$ cat src/rtl/dtt_pkg.sv
`timescale 1ns/100ps
package dtt_pkg;
    localparam int HALF_W    = 8;
    localparam int ADDR_W    = 3;
    localparam int NUM_FLAGS = 4;

    localparam logic [ADDR_W-1:0] A_CSR    = 3'd0;
    localparam logic [ADDR_W-1:0] A_CMP_HI = 3'd1;
    localparam logic [ADDR_W-1:0] A_CMP_LO = 3'd2;
    localparam logic [ADDR_W-1:0] A_CNT_HI = 3'd3;
    localparam logic [ADDR_W-1:0] A_CNT_LO = 3'd4;

    // CSR positions of the enable bits
    localparam int B_OVIE_HI = 5;
    localparam int B_CCLR_HI = 4;
    localparam int B_OVIE_LO = 1;
    localparam int B_CCLR_LO = 0;

    typedef enum logic [1:0] {FLG_CLEAR, FLG_SET, FLG_ARMED} flag_state_e;

    // flag index 0: hi overflow, 1: hi compare, 2: lo overflow, 3: lo compare
    function automatic int flag_pos(input int idx);
        case (idx)
            0:       return 7;
            1:       return 6;
            2:       return 3;
            default: return 2;
        endcase
    endfunction
endpackage

$ cat src/rtl/dtt_flag_fsm.sv
`timescale 1ns/100ps
module dtt_flag_fsm
    import dtt_pkg::*;
(
    input  logic clk,
    input  logic rst_n,
    input  logic set_evt_i,
    input  logic rd_i,
    input  logic wr_i,
    input  logic wbit_i,
    output logic flag_o
);
    flag_state_e state_q, state_d;

    always_ff @(posedge clk or negedge rst_n) begin
        if (!rst_n) state_q <= FLG_CLEAR;
        else        state_q <= state_d;
    end

    always_comb begin
        state_d = state_q;
        unique case (state_q)
            FLG_CLEAR: if (set_evt_i) state_d = FLG_SET;            // T_SET
            FLG_SET:   if (rd_i)      state_d = FLG_ARMED;          // T_ARM
            FLG_ARMED: if (wr_i)      state_d = (!wbit_i && !set_evt_i)
                                                ? FLG_CLEAR         // T_CLEAR
                                                : FLG_SET;          // T_DISARM
            default:                  state_d = FLG_CLEAR;
        endcase
    end

    always_comb flag_o = (state_q != FLG_CLEAR);

    assert_set_wins_R7: assert property (@(posedge clk) disable iff (!rst_n)
        set_evt_i |=> flag_o);

    assert_clear_needs_arm_R6: assert property (@(posedge clk) disable iff (!rst_n)
        $fell(flag_o) |-> $past(state_q == FLG_ARMED && wr_i && !wbit_i));
endmodule

$ cat src/rtl/dtt_counter_pair.sv
`timescale 1ns/100ps
module dtt_counter_pair #(
    parameter int W = 8
) (
    input  logic         clk,
    input  logic         rst_n,
    input  logic         tick_i,
    input  logic         mode_i,
    input  logic [W-1:0] cmp_hi_i,
    input  logic [W-1:0] cmp_lo_i,
    input  logic         clr_en_hi_i,
    input  logic         clr_en_lo_i,
    output logic [W-1:0] cnt_hi_o,
    output logic [W-1:0] cnt_lo_o,
    output logic         ovf_evt_hi_o,
    output logic         ovf_evt_lo_o,
    output logic         cmp_evt_hi_o,
    output logic         cmp_evt_lo_o
);
    localparam logic [W-1:0] ONE_V  = {{(W-1){1'b0}}, 1'b1};
    localparam logic [W-1:0] FULL_V = {W{1'b1}};

    logic [W-1:0] lo_d, hi_d;
    logic lo_hit, hi_hit, wide_hit, hi_match, lo_full, hi_full, carry;

    always_comb begin
        lo_hit   = (cnt_lo_o == cmp_lo_i);
        hi_hit   = (cnt_hi_o == cmp_hi_i);
        wide_hit = lo_hit && hi_hit;
        hi_match = mode_i ? wide_hit : hi_hit;
        lo_full  = (cnt_lo_o == FULL_V);
        hi_full  = (cnt_hi_o == FULL_V);
        carry    = mode_i ? lo_full : 1'b1;
    end

    always_comb begin
        lo_d = cnt_lo_o;
        hi_d = cnt_hi_o;
        if (tick_i) begin
            lo_d = (clr_en_lo_i && lo_hit) ? '0 : cnt_lo_o + ONE_V;
            if (carry) hi_d = cnt_hi_o + ONE_V;
            if (clr_en_hi_i && hi_match) begin
                hi_d = '0;
                if (mode_i) lo_d = '0;
            end
        end
    end

    always_ff @(posedge clk or negedge rst_n) begin
        if (!rst_n) begin
            cnt_lo_o <= '0;
            cnt_hi_o <= '0;
        end else begin
            cnt_lo_o <= lo_d;
            cnt_hi_o <= hi_d;
        end
    end

    always_comb begin
        ovf_evt_lo_o = tick_i && lo_full;
        ovf_evt_hi_o = tick_i && carry && hi_full;
        cmp_evt_lo_o = tick_i && lo_hit;
        cmp_evt_hi_o = tick_i && hi_match;
    end

    assert_hold_R2: assert property (@(posedge clk) disable iff (!rst_n)
        !tick_i |=> ($stable(cnt_lo_o) && $stable(cnt_hi_o)));

    assert_split_inc_R2: assert property (@(posedge clk) disable iff (!rst_n)
        (tick_i && !mode_i && !(clr_en_lo_i && lo_hit))
        |=> cnt_lo_o == $past(cnt_lo_o) + ONE_V);

    assert_casc_carry_R3: assert property (@(posedge clk) disable iff (!rst_n)
        (tick_i && mode_i && !lo_full && !(clr_en_hi_i && wide_hit))
        |=> $stable(cnt_hi_o));

    assert_wide_clear_R11: assert property (@(posedge clk) disable iff (!rst_n)
        (tick_i && mode_i && clr_en_hi_i && wide_hit)
        |=> (cnt_hi_o == '0 && cnt_lo_o == '0));

    assert_split_hi_clear_R11: assert property (@(posedge clk) disable iff (!rst_n)
        (tick_i && !mode_i && clr_en_hi_i && hi_hit && !(clr_en_lo_i && lo_hit))
        |=> (cnt_hi_o == '0 && cnt_lo_o == $past(cnt_lo_o) + ONE_V));
endmodule

$ cat src/rtl/dual_tick_timer.sv
`timescale 1ns/100ps
module dual_tick_timer
    import dtt_pkg::*;
(
    input  logic              clk,
    input  logic              rst_n,
    input  logic              tick_i,
    input  logic              mode_i,
    input  logic [ADDR_W-1:0] bus_addr_i,
    input  logic              bus_rd_i,
    input  logic              bus_wr_i,
    input  logic [HALF_W-1:0] bus_wdata_i,
    output logic [HALF_W-1:0] bus_rdata_o,
    output logic              irq_hi_o,
    output logic              irq_lo_o
);
    logic [HALF_W-1:0] cmp_hi_q, cmp_lo_q, cnt_hi, cnt_lo, csr;
    logic ovie_hi_q, cclr_hi_q, ovie_lo_q, cclr_lo_q;
    logic ovf_hi_evt, ovf_lo_evt, cmp_hi_evt, cmp_lo_evt;
    logic [NUM_FLAGS-1:0] set_evt, flag;
    logic csr_rd, csr_wr;

    always_comb begin
        csr_rd = bus_rd_i && (bus_addr_i == A_CSR);
        csr_wr = bus_wr_i && (bus_addr_i == A_CSR);
    end

    always_ff @(posedge clk or negedge rst_n) begin
        if (!rst_n) begin
            cmp_hi_q  <= '0;
            cmp_lo_q  <= '0;
            ovie_hi_q <= 1'b0;
            cclr_hi_q <= 1'b0;
            ovie_lo_q <= 1'b0;
            cclr_lo_q <= 1'b0;
        end else if (bus_wr_i) begin
            if (bus_addr_i == A_CMP_HI) cmp_hi_q <= bus_wdata_i;
            if (bus_addr_i == A_CMP_LO) cmp_lo_q <= bus_wdata_i;
            if (csr_wr) begin
                ovie_hi_q <= bus_wdata_i[B_OVIE_HI];
                cclr_hi_q <= bus_wdata_i[B_CCLR_HI];
                ovie_lo_q <= bus_wdata_i[B_OVIE_LO];
                cclr_lo_q <= bus_wdata_i[B_CCLR_LO];
            end
        end
    end

    dtt_counter_pair #(.W(HALF_W)) u_cnt (
        .clk          (clk),
        .rst_n        (rst_n),
        .tick_i       (tick_i),
        .mode_i       (mode_i),
        .cmp_hi_i     (cmp_hi_q),
        .cmp_lo_i     (cmp_lo_q),
        .clr_en_hi_i  (cclr_hi_q),
        .clr_en_lo_i  (cclr_lo_q),
        .cnt_hi_o     (cnt_hi),
        .cnt_lo_o     (cnt_lo),
        .ovf_evt_hi_o (ovf_hi_evt),
        .ovf_evt_lo_o (ovf_lo_evt),
        .cmp_evt_hi_o (cmp_hi_evt),
        .cmp_evt_lo_o (cmp_lo_evt)
    );

    always_comb set_evt = {cmp_lo_evt, ovf_lo_evt, cmp_hi_evt, ovf_hi_evt};

    for (genvar i = 0; i < NUM_FLAGS; i++) begin : g_flag
        localparam int POS = flag_pos(i);
        dtt_flag_fsm u_flag (
            .clk       (clk),
            .rst_n     (rst_n),
            .set_evt_i (set_evt[i]),
            .rd_i      (csr_rd),
            .wr_i      (csr_wr),
            .wbit_i    (bus_wdata_i[POS]),
            .flag_o    (flag[i])
        );
    end

    always_comb begin
        csr = {flag[0], flag[1], ovie_hi_q, cclr_hi_q,
               flag[2], flag[3], ovie_lo_q, cclr_lo_q};
        unique case (bus_addr_i)
            A_CSR:    bus_rdata_o = csr;
            A_CMP_HI: bus_rdata_o = cmp_hi_q;
            A_CMP_LO: bus_rdata_o = cmp_lo_q;
            A_CNT_HI: bus_rdata_o = cnt_hi;
            A_CNT_LO: bus_rdata_o = cnt_lo;
            default:  bus_rdata_o = '0;
        endcase
        irq_hi_o = flag[0] && ovie_hi_q;
        irq_lo_o = flag[2] && ovie_lo_q;
    end

    assert_enable_rw_R8: assert property (@(posedge clk) disable iff (!rst_n)
        csr_wr |=> ({ovie_hi_q, cclr_hi_q, ovie_lo_q, cclr_lo_q} ==
                    $past({bus_wdata_i[B_OVIE_HI], bus_wdata_i[B_CCLR_HI],
                           bus_wdata_i[B_OVIE_LO], bus_wdata_i[B_CCLR_LO]})));

    assert_irq_quiet_R9: assert property (@(posedge clk) disable iff (!rst_n)
        (!flag[0] && !flag[2]) |-> (!irq_hi_o && !irq_lo_o));
endmodule

$ cat config.mk
export PLATFORM = sky130hd
export DESIGN_NAME = dual_tick_timer
export DESIGN_NICKNAME = d
export VERILOG_FILES = /design/src/rtl/dtt_pkg.sv /design/src/rtl/dtt_flag_fsm.sv /design/src/rtl/dtt_counter_pair.sv /design/src/rtl/dual_tick_timer.sv
export SDC_FILE = /design/constraint.sdc
export NUM_CORES = 1
export LEC_CHECK = 0
export BUFFER_PORTS_ARGS = -buffer_cell sky130_fd_sc_hd__buf_2
export CAP_MARGIN = 20
export CORE_MARGIN = 1.5
export CORE_UTILIZATION = 45
export DETAILED_ROUTE_END_ITERATION = 12
export HOLD_SLACK_MARGIN = 0.15
export PLACE_DENSITY_LB_ADDON = 0.3
export SLEW_MARGIN = 0
export SYNTH_ARGS = -nofsm -noshare
export SYNTH_HDL_FRONTEND = slang
export SYNTH_SLANG_ARGS = --single-unit
export TNS_END_PERCENT = 10
$ cat constraint.sdc
create_clock -name clk -period 1.8 [get_ports clk]
set_input_delay 0.09 -clock clk [delete_from_list [all_inputs] [get_ports clk]]
set_output_delay 0.09 -clock clk [all_outputs]
set_load 0.01 [all_outputs]
==> impl_results.md, run 1 <==
* Top cells by count, synth: 44 x dfrtp_1, 24 x nand2_1, 22 x nor2_1, 20 x mux2_2, 19 x xnor2_1
* CP Cell Sequence: xnor2_2, nand4_1, or3_4, a2111oi_4, buf_4, nor2_1
* Synth cell types at 43
* Die X at 77.82 um
* Cell Count Post-Placement at 370
* Initial core utilization at 46.31%
* Cell accounting for the most synthesized area: dfrtp_1
* Routability cong. at 0.8834
* Worst setup margin at 0.02760 ns
* Critical path type: flop to flop
* Worst Tran Pin Value at 0.5672 ns
* Mux contribution to synthesized area at 13.76%
* Bufs on Longest Clock Path at 2
* H-tree Lvls at 2
* Unrepaired setup endpoints after global routing: true
* Data arrival, critical path at 1.95 ns
* Router iterations before antenna repair at 4
* CP Capture Type: flop
* GR Util All Layers at 23.46%
* GRT Residual Overflow at 0
* Hold Crit Class: input port to flop
* Final HPWL from detailed placement at 4970 um
* Worst-Skew Late Latency at 0.29 ns
* Root Driver: clkbuf_8
* Synth Flop Type: dfrtp_1
* Worst Hold Endpoint: g_flag[0].u_flag.state_q[1]$_DFFE_PN0P_
* Critical Path RT at 1.98 ns
* Compound-Gate Fraction of Synth Area at 12.82%
* Rel. slew slack at 62.19%
* Pleak at 1.417 nW
* Pre-CTS setup slack at -0.01082 ns
* DRC at 0
* Hold Path Stages at 3
* Status: completed
* Final Max Slew Viols at 0
* Simple-Gate Fraction of Synth Area at 16.89%
* Synth warnings at 0
* Clock transition at path regs at 0.08 ns
* CTS sink cnt at 44
* FF/Latch Area at 0.001102 mm^2
* Core ar. at 0.005439 mm^2
* Crit path max-delay cell type: dfrtp_1
* Routed wire length at 6579 um
* Mean post-synth cell area at 10.24 um^2
* Mapped Nets at 265
* Multi-input gate area at 0.001391 mm^2
* Post-route insts no fill at 390
* Number of global-route vias before repair at 2226
* Max_cap viols at 0
* Die Height at 77.82 um
* Max incr delay on CP at 0.44 ns
* Hold wc startpoint: bus_wr_i
* Reg2reg path depth at 6
* Synthesized area at 0.002519 mm^2
* Crit start category: flop
* Largest family of logic cells by synthesized area: simple AND/OR/NAND/NOR gates
* Largest net degree at the start of global routing at 45
* Post-Synth XOR/XNOR Area at 9.737%
* Post-synth EDFFs at 0
* Rows at 27
* Tmin final at 1.772 ns
* CP max FO at 6
* Reg2reg setup slack at 0.03 ns
* Nets at 336
* Antenna fix cells at 0
* Via count at 2172
* TritonCTS clock tree: done
* I/O Buffers at 26
* Layout cells sized above 1 at 33.02%
* Max Freq at 564.2 MHz
* Ys async rst share at 100.0%
* Num CTS Buffers at 5
* Routed Antenna Nets at 0
* Final hold vios at 0
* Filler cells at 492
* FF+latch count, synth at 44
* Power density cells at 1057 mW/mm^2
* Post-Synth Adder-Cell Area at 0.9935%
* Final setup vio count at 0
* Sequential fraction of the synthesis area at 43.72%
* Syn-to-layout area delta at 27.07%
* FF-to-FF Start: cmp_hi_q[7]$_DFFE_PN0P_
* Worst Skew at 0.009033 ns
* Synth top area share at 43.72%
* Endpoint of the worst register-to-register path: u_cnt.cnt_hi_o[5]$_DFFE_PN0P_
* Worst hold slack at 0.2123 ns
* Initial antenna violation count at 0
* Post-DR vias/cell at 5.569
* Final worst-path cycle share at 98.47%
* Syn Inst Count at 246
* Die area at 0.006055 mm^2
* Most numerous cell in the Yosys netlist: dfrtp_1
* First-pass GRT wire length at 10870 um
* IO Count at 27
* DR iter-0 viols at 135
* Top cells by area, synth: dfrtp_1 44%, mux2_2 8.9%, xnor2_1 6.6%
* VDD IR max at 0.0005587 V
* DR WL/cell at 16.87 um
==> per-layer routing <==
metal / GRT usage [%] / routed length, um
met5: 0 / 0
met4: 8.727 / 157
met3: 3.412 / 327
met2: 39.65 / 3220
met1: 30.28 / 2875
==> cell families (layout without fill, tap and decap cells) <==
kind of cell	after synthesis	after routing
adders and majority gates	2	2
buffers and inverters	13	85
and+or+nand+nor	85	85
AOI/OAI and AO/OA	42	42
xor gates and xnor gates	28	28
muxes	32	32
DFF	44	44
==> where the power goes <==
group | switching, W | internal (W)
clock network | 0.000337 | 0.000314
logic | 0.000574 | 0.000674
registers | 0.000252 | 0.00123
==> area by class of cell <==
cell class / count / share of cell area [%]
timing repair buffer: 73 / 15.99
tap: 72 / 2.815
sequential: 44 / 34.44
multi-input combinational: 189 / 43.47
clock buffer: 8 / 2.815
inverter: 4 / 0.4691
==> sequential cells by signal, summed over array words and instances, names as in the netlist <==
register	count
cmp_hi_q	8
cclr_hi_q	1
g_flag.u_flag.state_q	8
u_cnt.cnt_hi_o	8
ovie_lo_q	1
cclr_lo_q	1
ovie_hi_q	1
u_cnt.cnt_lo_o	8
cmp_lo_q	8
==> worst max-delay path by stage <==
stage | endpoint | startpoint | slack (ns)
floorplan | g_flag[0].u_flag.state_q[0]$_DFFE_PN0P_ | u_cnt.cnt_lo_o[0]$_DFFE_PN0P_ | 0.01
global placement | g_flag[0].u_flag.state_q[0]$_DFFE_PN0P_ | u_cnt.cnt_lo_o[0]$_DFFE_PN0P_ | -0.009
detailed placement | g_flag[0].u_flag.state_q[0]$_DFFE_PN0P_ | u_cnt.cnt_lo_o[0]$_DFFE_PN0P_ | -0.01
CTS | u_cnt.cnt_hi_o[5]$_DFFE_PN0P_ | u_cnt.cnt_lo_o[1]$_DFFE_PN0P_ | 0.006
global route | u_cnt.cnt_hi_o[5]$_DFFE_PN0P_ | cmp_lo_q[3]$_DFFE_PN0P_ | -0.05
finish | u_cnt.cnt_hi_o[5]$_DFFE_PN0P_ | cmp_hi_q[7]$_DFFE_PN0P_ | 0.03
==> critical path: cells and delay by family, from the launching register on <==
family / cells / cell delay [ns]
buffers and inverters: 1 / 0.20
AND/OR/NAND/NOR: 3 / 0.63
flip-flops: 1 / 0.44
AO/OA/AOI/OAI: 1 / 0.22
XOR/XNOR: 1 / 0.18
==> cell usage in the layout, fill, tap and decap left out, types with 10 or more instances in the layout <==
master | Yosys | final
a21oi_1 | 10 | 10
buf_2 | 3 | 26
buf_4 | 0 | 36
dfrtp_1 | 44 | 43
dlygate4sd3_1 | 0 | 10
mux2_2 | 20 | 20
mux2i_1 | 11 | 11
nand2_1 | 24 | 23
nand3_1 | 11 | 11
nor2_1 | 22 | 22
o21ai_0 | 12 | 12
xnor2_1 | 19 | 17
==> metrics by stage <==
stage	util, %	setup TNS (ns)	instance area [um^2]	power [W]
6_report	58.85	0	3201	0.003382
5_1_grt	58.85	-0.2358	3201	0.003596
4_1_cts	58.32	0	3172	0.003362
3_5_place_dp	54.50	-0.01082	2964	0.002678
3_3_place_gp	54.50	-0.008819	2964	0.002645
2_1_floorplan	-	0	2519	0.002179
==> what timing repair did <==
item / CTS / global route
hold buffers: 10 / 0
gates resized for setup: 1 / 7
setup buffers: 2 / 0
setup endpoints to repair: 7 / 17
endpoints found under the hold margin: 67 / 0
pin swaps: 1 / 4
(Power assumes the default switching activity.)
==> inputs of run 2 (changes only) <==
SYNTH_HIERARCHICAL = 1   (was unset)
==> run 2 against run 1 <==
  * The flow now finishes with violations (negative setup slack)
  * Total power rose by 4.6%
  * Final cell count rose by 2.3%
  * Combinational power barely moved
  * Sequential share of layout area fell by 1.9 points
  * Critical endpoint is now bus_rdata_o[7]
  * Largest cell class unchanged
==> impl_results.md, run 2 <==
* Final Max Slew Viols at 0
* Antenna fix cells at 0
* Sequential fraction of the synthesis area at 40.37%
* Unrepaired setup endpoints after global routing: true
* Critical Path RT at 1.71 ns
* Hold Crit Class: input port to flop
* Status: finished, violations left
* FF-to-FF Start: u_cnt/cnt_lo_o[1]$_DFFE_PN0P_
* Layout cells sized above 1 at 38.58%
* Worst Tran Pin Value at 0.5622 ns
* I/O Buffers at 26
* Power density cells at 1044 mW/mm^2
* Die Height at 80.86 um
* Nets at 342
* Num CTS Buffers at 5
* Mean post-synth cell area at 10.61 um^2
* Syn-to-layout area delta at 24.22%
* CP Cell Sequence: or2_2, mux2_2, a221o_1, buf_2
* Critical path's top delay family: flip-flops
* Routed wire length at 6900 um
* Die area at 0.006538 mm^2
* Failing checks: negative setup slack
* Commonest non-fill, non-tap cell in the layout: dfrtp_1
* Crit start category: flop
* Final setup vio count at 1
* Worst-Skew Late Latency at 0.30 ns
* Synth Flop Type: dfrtp_1
* Data arrival, critical path at 1.71 ns
* Final HPWL from detailed placement at 5017 um
* Crit path launch: g_flag[0].u_flag/state_q[0]$_DFFE_PN0P_
* FF+latch count, synth at 44
* Pre-CTS setup slack at -0.02391 ns
* Top cells by count, synth: 44 x dfrtp_1, 28 x mux2_2, 28 x nor2_1, 13 x nand2_1, 13 x xor2_1
* IO Count at 27
* CP Buf/Inv Count at 1
* Multi-input gate area at 0.001584 mm^2
* GRT Residual Overflow at 0
* Max Freq at 554.7 MHz
* Routability cong. at 0.8710
* Syn Inst Count at 257
* CTS sink cnt at 44
* Worst Skew at 0.008753 ns
* Number of global-route vias before repair at 2124
* GR Util All Layers at 22.82%
* First-pass GRT wire length at 11150 um
* DRC at 0
* H-tree Lvls at 2
* Core ar. at 0.005886 mm^2
* Clock transition at path regs at 0.09 ns
* Router iterations before antenna repair at 4
* Via count at 2221
* Hold wc startpoint: tick_i
* Bufs on Longest Clock Path at 2
* Synth warnings at 6
* Initial antenna violation count at 0
* Critical path type: flop to primary output
* Design area at 0.003388 mm^2
* Top cells by area, synth: dfrtp_1 40%, mux2_2 12%, xor2_1 4.2%
* CP Capture Type: primary output
* Tot Pwr at 0.003538 W
* Ys async rst share at 100.0%
* CP max FO at 2
* Final hold vios at 0
* Tmin final at 1.803 ns
* Root Driver: clkbuf_8
* Crit path max-delay cell type: dfrtp_1
* Most frequent cells in the layout: 42 x dfrtp_1, 34 x buf_4, 28 x mux2_2, 27 x nor2_1, 26 x buf_2
* Routed Antenna Nets at 0
* Post-synth EDFFs at 0
* Cell accounting for the most synthesized area: dfrtp_1
* Synth top area share at 40.37%
* DR WL/cell at 17.29 um
* Most numerous cell in the Yosys netlist: dfrtp_1
* VDD IR max at 0.0005516 V
* Mapped Nets at 276
* Rows at 28
* Largest net degree at the start of global routing at 24
* Initial core utilization at 46.34%
* FF/Latch Area at 0.001104 mm^2
* Synth cell types at 45
* Post-DR vias/cell at 5.566
* Max_cap viols at 0
* Placed Area at 0.003102 mm^2
* Synthesized area at 0.002728 mm^2
* TritonCTS clock tree: done
* Worst setup margin at -0.002721 ns
* Max incr delay on CP at 0.38 ns
* Rel. slew slack at 62.40%
* Die X at 80.86 um
* Pleak at 1.506 nW
* Filler cells at 512
* DR iter-0 viols at 141
* Final worst-path cycle share at 100.2%
-- run 2: cell count changes after synthesis, moves of 5 or more --
| cell | before | now |
|---|---|---|
| and2_1 | 3 | 10 |
| mux2_2 | 20 | 28 |
| nand2_1 | 24 | 13 |
| nand2b_1 | 4 | 9 |
| nand3_1 | 11 | 6 |
| nor2_1 | 22 | 28 |
| o21ai_0 | 12 | 7 |
| o2bb2ai_1 | 0 | 6 |
| xnor2_1 | 19 | 9 |
-- run 2: repair_timing --
item                                    4_1_cts  5_1_grt
buffers inserted                              6        3
pin swaps                                     2        3
hold endpoints to repair                     45        0
endpoints found under the setup margin        4       14
gates resized for setup                       3        4
hold buffers                                  9        0
-- run 2: cell families (layout without fill, tap and decap cells) --
group | Yosys count | in the layout | synth area share (%)
AO/OA/AOI/OAI | 35 | 35 | 11.15
buffers and inverters | 12 | 79 | 2.477
XOR/XNOR | 22 | 22 | 7.064
AND/OR/NAND/NOR | 105 | 105 | 23.16
adder cells (fa/ha/maj) | 2 | 2 | 0.9173
flip-flops | 44 | 44 | 40.37
multiplexers | 37 | 37 | 14.86
-- run 2: worst paths after layout --
check / depth (start not counted) / slack [ns] / to
max in group asynchronous: 3 / 0.98 / u_cnt/cnt_lo_o[0]$_DFFE_PN0P_
min reg2reg: 1 / 0.50 / g_flag[3].u_flag/state_q[1]$_DFFE_PN0P_
max reg2reg: 7 / 0.04 / g_flag[0].u_flag/state_q[0]$_DFFE_PN0P_
max: 4 / -0.003 / bus_rdata_o[7]
min: 4 / 0.25 / u_cnt/cnt_hi_o[4]$_DFFE_PN0P_
min in group asynchronous: 2 / 0.30 / cmp_lo_q[2]$_DFFE_PN0P_
-- run 2: through the flow --
stage	utilization [%]	setup TNS, ns	hold slack (ns)	std cells
floorplan	-	0	-0.2056	257
global placement	52.70	-0.04704	0.1100	373
detailed placement	52.70	-0.02391	0.1071	373
CTS	56.95	-0.001873	0.2369	396
global route	57.57	-0.3331	0.2582	399
finish	57.57	-0.002721	0.2472	399
-- run 2: metal layers --
metal / vias up / track usage [%] / wire length [um]
met5: - / 0 / 0
met3: 5 / 4.270 / 324
li1: 1064 / - / -
met4: 0 / 5.172 / 63
met2: 56 / 36.25 / 3267
met1: 1096 / 32.25 / 3244
-- run 2: power breakdown --
| part | total, W | leakage [nW] | internal [W] | switching [W] |
|---|---|---|---|---|
| combinational | 0.00127 | 0.897 | 0.000695 | 0.000580 |
| sequential | 0.00150 | 0.553 | 0.00123 | 0.000270 |
| clock | 0.000762 | 0.0552 | 0.000412 | 0.000349 |
| total | 0.00354 | 1.51 | 0.00234 | 0.00120 |
-- run 2: worst register-to-register path, cell delays in order (launching register included) --
cell and delay [ns]:
dfrtp_1 0.46, ha_4 0.19, nand3_1 0.13, o21ai_4 0.25, nand4_1 0.17, nor2_2 0.17, nor2_1 0.07, o32ai_2 0.23
-- run 2: final cells by class --
type	count	share of cell area (%)
clock buffers	6	2.142
clock inverters	2	1.034
inverters	1	0.1108
multi-input cells	201	46.75
flip-flops and latches	44	32.57
well taps	75	2.770
repair buffers	70	14.62
